$ cat config.mk
export PLATFORM = sky130hd
export DESIGN_NAME = dbl_buf_swap
export DESIGN_NICKNAME = d
export VERILOG_FILES = /design/src/rtl/dbl_buf_swap_pkg.sv /design/src/rtl/dbl_buf_field_timer.sv /design/src/rtl/dbl_buf_swap_fsm.sv /design/src/rtl/dbl_buf_done_flag.sv /design/src/rtl/dbl_buf_swap.sv
export SDC_FILE = /design/constraint.sdc
export NUM_CORES = 1
export LEC_CHECK = 0
export CELL_PAD_IN_SITES_DETAIL_PLACEMENT = 0
export CELL_PAD_IN_SITES_GLOBAL_PLACEMENT = 1
export CORE_MARGIN = 3
export CORE_UTILIZATION = 38
export CTS_CLUSTER_DIAMETER = 120
export CTS_CLUSTER_SIZE = 24
export DETAILED_ROUTE_END_ITERATION = 8
export GPL_TIMING_DRIVEN = 0
export PLACE_DENSITY = 0.68
export SYNTH_ARGS = -nofsm -noshare
export SYNTH_HDL_FRONTEND = slang
export SYNTH_SLANG_ARGS = --single-unit
$ cat constraint.sdc
create_clock -name clk_i -period 1.5 [get_ports clk_i]
set_input_delay 0.225 -clock clk_i [delete_from_list [all_inputs] [get_ports clk_i]]
set_output_delay 0.225 -clock clk_i [all_outputs]
set_load 0.05 [all_outputs]
$ cat src/rtl/dbl_buf_swap_pkg.sv
package dbl_buf_swap_pkg;

    typedef enum logic {
        FLD_ACTIVE  = 1'b0,
        FLD_RETRACE = 1'b1
    } fld_state_e;

    typedef enum logic {
        SW_IDLE    = 1'b0,
        SW_PENDING = 1'b1
    } sw_state_e;

    function automatic int cnt_bits(input int a, input int b);
        int m;
        m = (a > b) ? a : b;
        return (m < 2) ? 1 : $clog2(m);
    endfunction

endpackage

$ cat src/rtl/dbl_buf_field_timer.sv
module dbl_buf_field_timer
    import dbl_buf_swap_pkg::*;
#(
    parameter int ACTIVE_TICKS = 16760,
    parameter int GAP_TICKS    = 4,
    parameter int CW           = cnt_bits(ACTIVE_TICKS, GAP_TICKS)
) (
    input  logic clk_i,
    input  logic rst_ni,
    input  logic tick_i,
    output logic retrace_o,
    output logic bof_o,
    output logic eof_o
);

    localparam logic [CW-1:0] LAST_ACT = CW'(ACTIVE_TICKS - 1);
    localparam logic [CW-1:0] LAST_GAP = CW'(GAP_TICKS - 1);

    fld_state_e    state_q, state_d;
    logic [CW-1:0] cnt_q, cnt_d;
    logic          wrap;
    logic          bof_q, eof_q;

    // next-state logic
    always_comb begin
        state_d = state_q;
        cnt_d   = cnt_q;
        wrap    = 1'b0;
        unique case (state_q)
            FLD_ACTIVE:  wrap = tick_i && (cnt_q == LAST_ACT);
            FLD_RETRACE: wrap = tick_i && (cnt_q == LAST_GAP);
            default:     wrap = 1'b0;
        endcase
        if (tick_i) begin
            if (wrap) begin
                cnt_d   = '0;
                state_d = (state_q == FLD_ACTIVE) ? FLD_RETRACE : FLD_ACTIVE;
            end else begin
                cnt_d = cnt_q + 1'b1;
            end
        end
    end

    // state register
    always_ff @(posedge clk_i) begin
        if (!rst_ni) begin
            state_q <= FLD_ACTIVE;
            cnt_q   <= '0;
        end else begin
            state_q <= state_d;
            cnt_q   <= cnt_d;
        end
    end

    // registered field events
    always_ff @(posedge clk_i) begin
        if (!rst_ni) begin
            bof_q <= 1'b0;
            eof_q <= 1'b0;
        end else begin
            bof_q <= wrap && (state_q == FLD_RETRACE);
            eof_q <= wrap && (state_q == FLD_ACTIVE);
        end
    end

    assign retrace_o = (state_q == FLD_RETRACE);
    assign bof_o     = bof_q;
    assign eof_o     = eof_q;

endmodule

$ cat src/rtl/dbl_buf_swap_fsm.sv
module dbl_buf_swap_fsm
    import dbl_buf_swap_pkg::*;
(
    input  logic clk_i,
    input  logic rst_ni,
    input  logic retrace_i,
    input  logic req_i,
    output logic apply_o,
    output logic buf_sel_o
);

    sw_state_e state_q, state_d;
    logic      apply;
    logic      sel_q;

    // next-state logic: a retrace clock applies anything waiting
    always_comb begin
        state_d = state_q;
        apply   = 1'b0;
        unique case (state_q)
            SW_IDLE: begin
                if (req_i) begin
                    if (retrace_i) apply = 1'b1;
                    else           state_d = SW_PENDING;
                end
            end
            SW_PENDING: begin
                if (retrace_i) begin
                    apply   = 1'b1;
                    state_d = SW_IDLE;
                end
            end
            default: state_d = SW_IDLE;
        endcase
    end

    // state register
    always_ff @(posedge clk_i) begin
        if (!rst_ni) state_q <= SW_IDLE;
        else         state_q <= state_d;
    end

    // output register
    always_ff @(posedge clk_i) begin
        if (!rst_ni)    sel_q <= 1'b0;
        else if (apply) sel_q <= ~sel_q;
    end

    assign apply_o   = apply;
    assign buf_sel_o = sel_q;

endmodule

$ cat src/rtl/dbl_buf_done_flag.sv
module dbl_buf_done_flag (
    input  logic clk_i,
    input  logic rst_ni,
    input  logic set_i,
    input  logic clr_i,
    output logic flag_o
);

    logic flag_q;

    // set has priority over clear so a completion is never lost
    always_ff @(posedge clk_i) begin
        if (!rst_ni)     flag_q <= 1'b0;
        else if (set_i)  flag_q <= 1'b1;
        else if (clr_i)  flag_q <= 1'b0;
    end

    assign flag_o = flag_q;

endmodule

$ cat src/rtl/dbl_buf_swap.sv
module dbl_buf_swap
    import dbl_buf_swap_pkg::*;
#(
    parameter int ACTIVE_TICKS = 16760,
    parameter int GAP_TICKS    = 4
) (
    input  logic clk_i,
    input  logic rst_ni,
    input  logic tick_i,
    input  logic swap_req_i,
    input  logic done_ack_i,
    output logic buf_sel_o,
    output logic bof_o,
    output logic eof_o,
    output logic swap_done_o
);

    localparam int CW = cnt_bits(ACTIVE_TICKS, GAP_TICKS);

    logic retrace_w;
    logic apply_w;

    dbl_buf_field_timer #(
        .ACTIVE_TICKS(ACTIVE_TICKS),
        .GAP_TICKS   (GAP_TICKS),
        .CW          (CW)
    ) u_timer (
        .clk_i    (clk_i),
        .rst_ni   (rst_ni),
        .tick_i   (tick_i),
        .retrace_o(retrace_w),
        .bof_o    (bof_o),
        .eof_o    (eof_o)
    );

    dbl_buf_swap_fsm u_swap (
        .clk_i    (clk_i),
        .rst_ni   (rst_ni),
        .retrace_i(retrace_w),
        .req_i    (swap_req_i),
        .apply_o  (apply_w),
        .buf_sel_o(buf_sel_o)
    );

    dbl_buf_done_flag u_done (
        .clk_i (clk_i),
        .rst_ni(rst_ni),
        .set_i (apply_w),
        .clr_i (done_ack_i),
        .flag_o(swap_done_o)
    );

endmodule

==> impl_results.md, run 1 <==
- Stages on the worst setup path: 7
- Number of fill cells: 230
- Synth cell types: 29
- Buffers on Ports: 7
- Grt met1 use: between 20 and 25%
- Gr usage total: 15.6%
- Post-DR vias/cell: 5.56
- Register area share after synthesis: between 40% and 50%
- Cell Rows: 18
- Worst flop-to-flop path startpoint: u_timer.cnt_q[2]
- Measured slew at the worst slew-check pin: 486 ps
- Critical register-to-register path endpoint: u_timer.cnt_q[10]
- Fraction of layout cells with a size suffix above 1: around a third
- Crit. End Element: flop
- Ys flop type: dfxtp_1
- Yosys top cell by area: dfxtp_1
- Clk root buf: clkbuf_4
- Synth top cells by count: dfxtp_1, nor3b_1, xnor2_1
- Nets: about 140
- Die area: between 3000 and 4000 µm²
- Status: finished clean
- Per-cell routed wire length: 15.4 µm
- Synth top area share: approximately 41%
- Placed insts: around 150
- CTS Buffer Depth: 2
- Leakage Power: ~0.44 nW
- Fin worst setup slack: about 20 ps
- Global placement routability congestion: about 0.77
- Die Y: approximately 58 µm
- TritonCTS clock tree: done
- Clk_lat worst skew: around 310 ps
- R2r worst-path depth: 7
- Antenna Cells: 0
- Vias in the first global route: around 810
- Initial Util: between 40% and 50%
- CP Launch Point: u_timer.cnt_q[2]
- Critical Path End: u_timer.cnt_q[10]
- Synth Area per Inst: 9.31 µm²
- Util after Layout: a little over half
- Initial DRC count: 46
- Syn nets: 117
- H-Tree Depth: 1
- RSZ-0062 raised after global routing: yes
- Clk slew on worst S/H paths: 130 ps
- First-pass DRT Iterations: 4
- Critical path buffers and inverters: 3
- CTS Buf Count: 3
- WS Path Type: reg2reg
- Number of I/O pins: 9
- Busiest grt layer: met2
- Crit-path max cell delay: 340 ps
- Startpoint Class: flop
- Met3 Use GR: under 10%
- Design area: between 1000 and 1500 µm²
- Fraction of registers with async set/reset: 0%
- Area used by multi-input combinational logic: ~630 µm²
- Routed vias: between 800 and 900
- Setup TNS: 0 ps
- Synth Instances: around 110
- Final std cells w/o fill: 161
- Max stage delay cell, worst path: dfxtp_2
- Largest net degree at the start of global routing: 13
- Syn. warnings: 0
- Max-slew violations: 0
- Shortest period the worst path allows: roughly 1500 ps
- Die W: just under 60 µm
- Residual DRC: 0
- DP Area: 1140 µm²
- Most used cell, CP: buf_4
- Power per cell area: between 600 and 700 nW/µm²
- Critical path's top delay family: simple AND/OR/NAND/NOR gates
- Max frequency: 0.676 GHz
- Maximum vdd ir drop: roughly 460 µV
- Post-synthesis register bit count: 21
- Post-DP HPWL: between 1 and 1.5 mm
- Worst path arrival time: approximately 1700 ps
- Cell Area, Synth: 1030 µm²
- Total power: 903 µW
- Grt ovf: 0
- DP Worst Slack: -148 ps
- Final period util: 98.7%
- CP Max Fanout: 5
- M2 GR Usage: a little under a quarter
- Final hold slack: 210 ps
- Slack of the worst reg-to-reg path: 20 ps
- Crit path cell chain: buf_6, buf_4, nand4_1, buf_4, nor3_1, xnor2_1, nor3b_1
- Final setup fails: 0
- CP Data Required Time: between 1500 and 2000 ps
- WL final: around 2.5 mm
- Final hold viol count: 0
- Dominant cell by count in the synthesized netlist: dfxtp_1
- Synth top area cells: dfxtp_1, nor3b_1, xnor2_1
- Antenna violations before repair: 0
- First-pass GRT wire length: 3.92 mm
- Hold Crit Class: in2reg
- Core ar.: approximately 2500 µm²
- CTS Hold Bufs: 0
- Post-synth EDFFs: 0
- Final setup skew: 2.48 ps
- Worst slew margin: between 60% and 70%
- MaxCap Viol Count: 0
- Area growth, synth to finish: 28.7%
- Register area: between 400 and 500 µm²
- CTS Sinks: 21
- Post-route antenna net violation count: 0
placed cells by master, fill, tap and decap left out, drive strengths merged, types with 2 or more instances in the layout:
master	instances
clkbuf	5
nand4	10
nand2	10
nand3	3
nor4	7
buf	15
xnor2	11
nor2	6
nor3	4
dfxtp	21
clkdlybuf4s50	3
xor2	3
dlygate4sd2	3
o22ai	2
nor3b	14
power by group:
part           internal, mW  switching, mW
Combinational        0.0250         0.0230
Sequential            0.563        0.00658
Clock                0.0996          0.185
Total                 0.688          0.215
logic make-up after synthesis:
family / synth area share (%)
simple gates: 35.8
flops: 40.7
xor+xnor: 11.9
buf+inv: 4.84
compound gates: 5.57
fa+ha+maj: 1.21
worst min path at each step:
stage,startpoint,cells past startpoint,end,slack [ps]
2_1_floorplan,rst_ni,2,u_timer.cnt_q[0],400
3_3_place_gp,u_done.flag_o,2,u_done.flag_o,470
3_5_place_dp,u_swap.state_q,2,u_swap.state_q,470
4_1_cts,tick_i,2,u_timer.cnt_q[0],220
5_1_grt,tick_i,2,u_timer.cnt_q[1],240
6_report,tick_i,2,u_timer.cnt_q[0],210
state kept, by name (all words and copies together), names as in the netlist:
signal,flops
u_done.flag_o,1
u_timer.bof_o,1
u_timer.cnt_q,15
u_swap.state_q,1
u_timer.retrace_o,1
u_timer.eof_o,1
u_swap.buf_sel_o,1
metal layers:
layer | vias up | part of all wire (%)
met1 | 425 | 47
met5 | - | 0
met2 | 23 | 46
li1 | 439 | -
met4 | 0 | 2.8
met3 | 8 | 4.3
what timing repair did:
| item | 4_1_cts | 5_1_grt |
|---|---|---|
| setup endpoints to repair | 16 | 17 |
| gates cloned | 1 | 0 |
| buffers inserted | 5 | 4 |
| pin swaps | 2 | 4 |
| resized for setup | 21 | 13 |
layout make-up:
| cell class | count | share of cell area [%] |
|---|---|---|
| Multi-Input combinational cell | 81 | 47.0 |
| Sequential cell | 21 | 32.8 |
| Timing Repair Buffer | 17 | 10.6 |
| Buffer | 7 | 4.33 |
| Tap cell | 30 | 2.82 |
| Clock buffer | 3 | 1.69 |
| Clock inverter | 1 | 0.376 |
| Inverter | 1 | 0.282 |
Note: power is estimated with default switching activity, not from simulation.
==> inputs of run 2 (changes only) <==
Settings changed: CORE_UTILIZATION 38 to 40.
Clock period 1.5 ns to 1.4 ns, I/O delays scaled along.
==> impl_results.md, run 2 (synthesized netlist as in run 1, its figures left out) <==
- CP Launch Point: u_timer.cnt_q[2]
- Setup TNS: -411 ps (-411 ps)
- Largest net degree at the start of global routing: 12 (-1)
- Hold Crit Class: in2reg
- First-pass DRT Iterations: 4 (unchanged)
- Buffers on Ports: 7 (unchanged)
- Residual DRC: 0 (unchanged)
- Critical path's top delay family: simple AND/OR/NAND/NOR gates
- Max frequency: 0.684 GHz (+1.2%)
- MaxCap Viol Count: 0 (unchanged)
- Startpoint Class: flop
- Worst flop-to-flop path startpoint: u_timer.cnt_q[2]
- Leakage Power: 0.442 nW (-0.29%)
- Antenna violations before repair: 0 (unchanged)
- Die W: 56.8 µm (-2.3%)
- Hold Path Origin: tick_i
- Final setup skew: 1.25 ps (-1.23 ps)
- Worst slew margin: 67.3% (-0.46 points)
- Post-DR vias/cell: 5.72 (+2.8%)
- Fin worst setup slack: -63.0 ps (-83.1 ps)
- Area growth, synth to finish: 31.4%
- Power per cell area: 706 nW/µm² (+4.1%)
- Slack of the worst reg-to-reg path: -60 ps (-80 ps)
- DP Worst Slack: -220 ps (-72.7 ps)
- Crit-path max cell delay: 360 ps (+20 ps)
- Nets: 138 (unchanged)
- Core ar.: 2340 µm² (-7.2%)
- Status: complete, but fails checks
- WL final: 2.34 mm (-5.6%)
- Max stage delay cell, worst path: or3_4
- Gr usage total: 16.1% (+0.49 points)
- Number of I/O pins: 9 (unchanged)
- Crit path cell chain: buf_6, nand4_1, or3_4, a21oi_4, buf_6, o22ai_2
- Critical path buffers and inverters: 2 (-1)
- CTS Sinks: 21 (unchanged)
- Shortest period the worst path allows: 1460 ps (-16.9 ps)
- CP Max Fanout: 5 (unchanged)
- Clk_lat worst skew: 300 ps (about the same)
- Crit. End Element: flop
- Final setup fails: 16 (+16)
- Measured slew at the worst slew-check pin: 493 ps (+6.96 ps)
- Initial DRC count: 21 (-54%)
- Maximum vdd ir drop: 598 µV (+29%)
- Final hold viol count: 0 (unchanged)
- Clk slew on worst S/H paths: 110 ps (-20 ps)
- TritonCTS clock tree: done
- Fraction of layout cells with a size suffix above 1: 41.2% (+6.1 points)
- Register with the most flip-flops: u_timer.cnt_q
- Number of fill cells: 210 (-8.7%)
- CTS Buf Count: 3 (unchanged)
- Cell Rows: 17 (-1)
- RSZ-0062 raised after global routing: yes
- Max FFs per register: 15 (unchanged)
- CTS Hold Bufs: 0 (unchanged)
- Global placement routability congestion: 0.778 (+0.92%)
- Violated checks: negative setup slack
- Die Y: 56.8 µm (-2.3%)
- Post-route antenna net violation count: 0 (unchanged)
- H-Tree Depth: 1 (unchanged)
- CP Data Required Time: 1600 ps (-130 ps)
- Grt ovf: 0 (unchanged)
- Clk root buf: clkbuf_4
- Per-cell routed wire length: 14.7 µm (-4.4%)
- First-pass GRT wire length: 4.08 mm (+4.0%)
- Initial Util: 44.2% (+3.2 points)
- Worst path arrival time: 1660 ps (-50 ps)
- Routed vias: 909 (+1.6%)
- Max-slew violations: 0 (unchanged)
- Post-DP HPWL: 1.53 mm (+2.7%)
- Vias in the first global route: 904 (+12%)
- WS Path Type: reg2reg
- Die area: 3230 µm² (-4.5%)
- CTS Buffer Depth: 2 (unchanged)
- Most used cell, CP: buf_6
- Final period util: 104% (+5.8 points)
- Antenna Cells: 0 (unchanged)
- Commonest non-fill, non-tap cells in the layout: xnor2_1, dfxtp_1, dfxtp_2
[run 2: area by class of cell]
class / count / area, µm² / area share [%]
plain buffers: 7 / 57.6 / 4.24
clock buffers: 4 / 26.3 / 1.94
inverters: 1 / 3.75 / 0.276
multi-input cells: 81 / 659 / 48.6
flip-flops and latches: 21 / 433 / 31.9
well taps: 28 / 35.0 / 2.58
repair buffers: 17 / 143 / 10.5
[run 2: what timing repair did]
item | in CTS | in global routing
setup buffers | 8 | 1
setup endpoints to repair | 20 | 18
pin swaps | 1 | 7
resized for setup | 24 | 12
cloned | 1 | 0
[run 2: per-stage QoR]
stage	area (µm²)	power [mW]	utilization (%)	hold WS [ps]	cells
3_3_place_gp	1160	0.673	49.6	467	146
2_1_floorplan	1060	0.654	-	384	111
5_1_grt	1360	1.01	58.0	225	159
6_report	1360	0.959	58.0	208	159
3_5_place_dp	1160	0.673	49.6	475	146
4_1_cts	1320	0.977	56.3	187	158
[run 2: per-layer routing]
layer	vias to the layer above	global-route usage, %	wire length (µm)
met5	-	0	0
met1	441	20.8	1090
met3	4	4.60	141
met4	0	6.29	38
li1	442	-	-
met2	22	25.1	1080
[run 2: path summary, 6_finish.rpt]
kind,depth (start not counted),end
min reg2reg,2,u_swap.state_q
max,6,u_timer.cnt_q[1]
max reg2reg,6,u_timer.cnt_q[1]
min,2,u_timer.cnt_q[0]
[run 2: where the power goes]
part | switching [mW] | total, mW | internal (mW)
logic | 0.0249 | 0.0540 | 0.0292
clock network | 0.181 | 0.292 | 0.111
registers | 0.00740 | 0.613 | 0.605
[run 2: worst register-to-register path, cell delays in order, from the launching register on]
cell,delay [ps]
dfxtp_2,340
buf_6,110
nand4_1,120
or3_4,360
a21oi_4,180
buf_6,160
o22ai_2,90
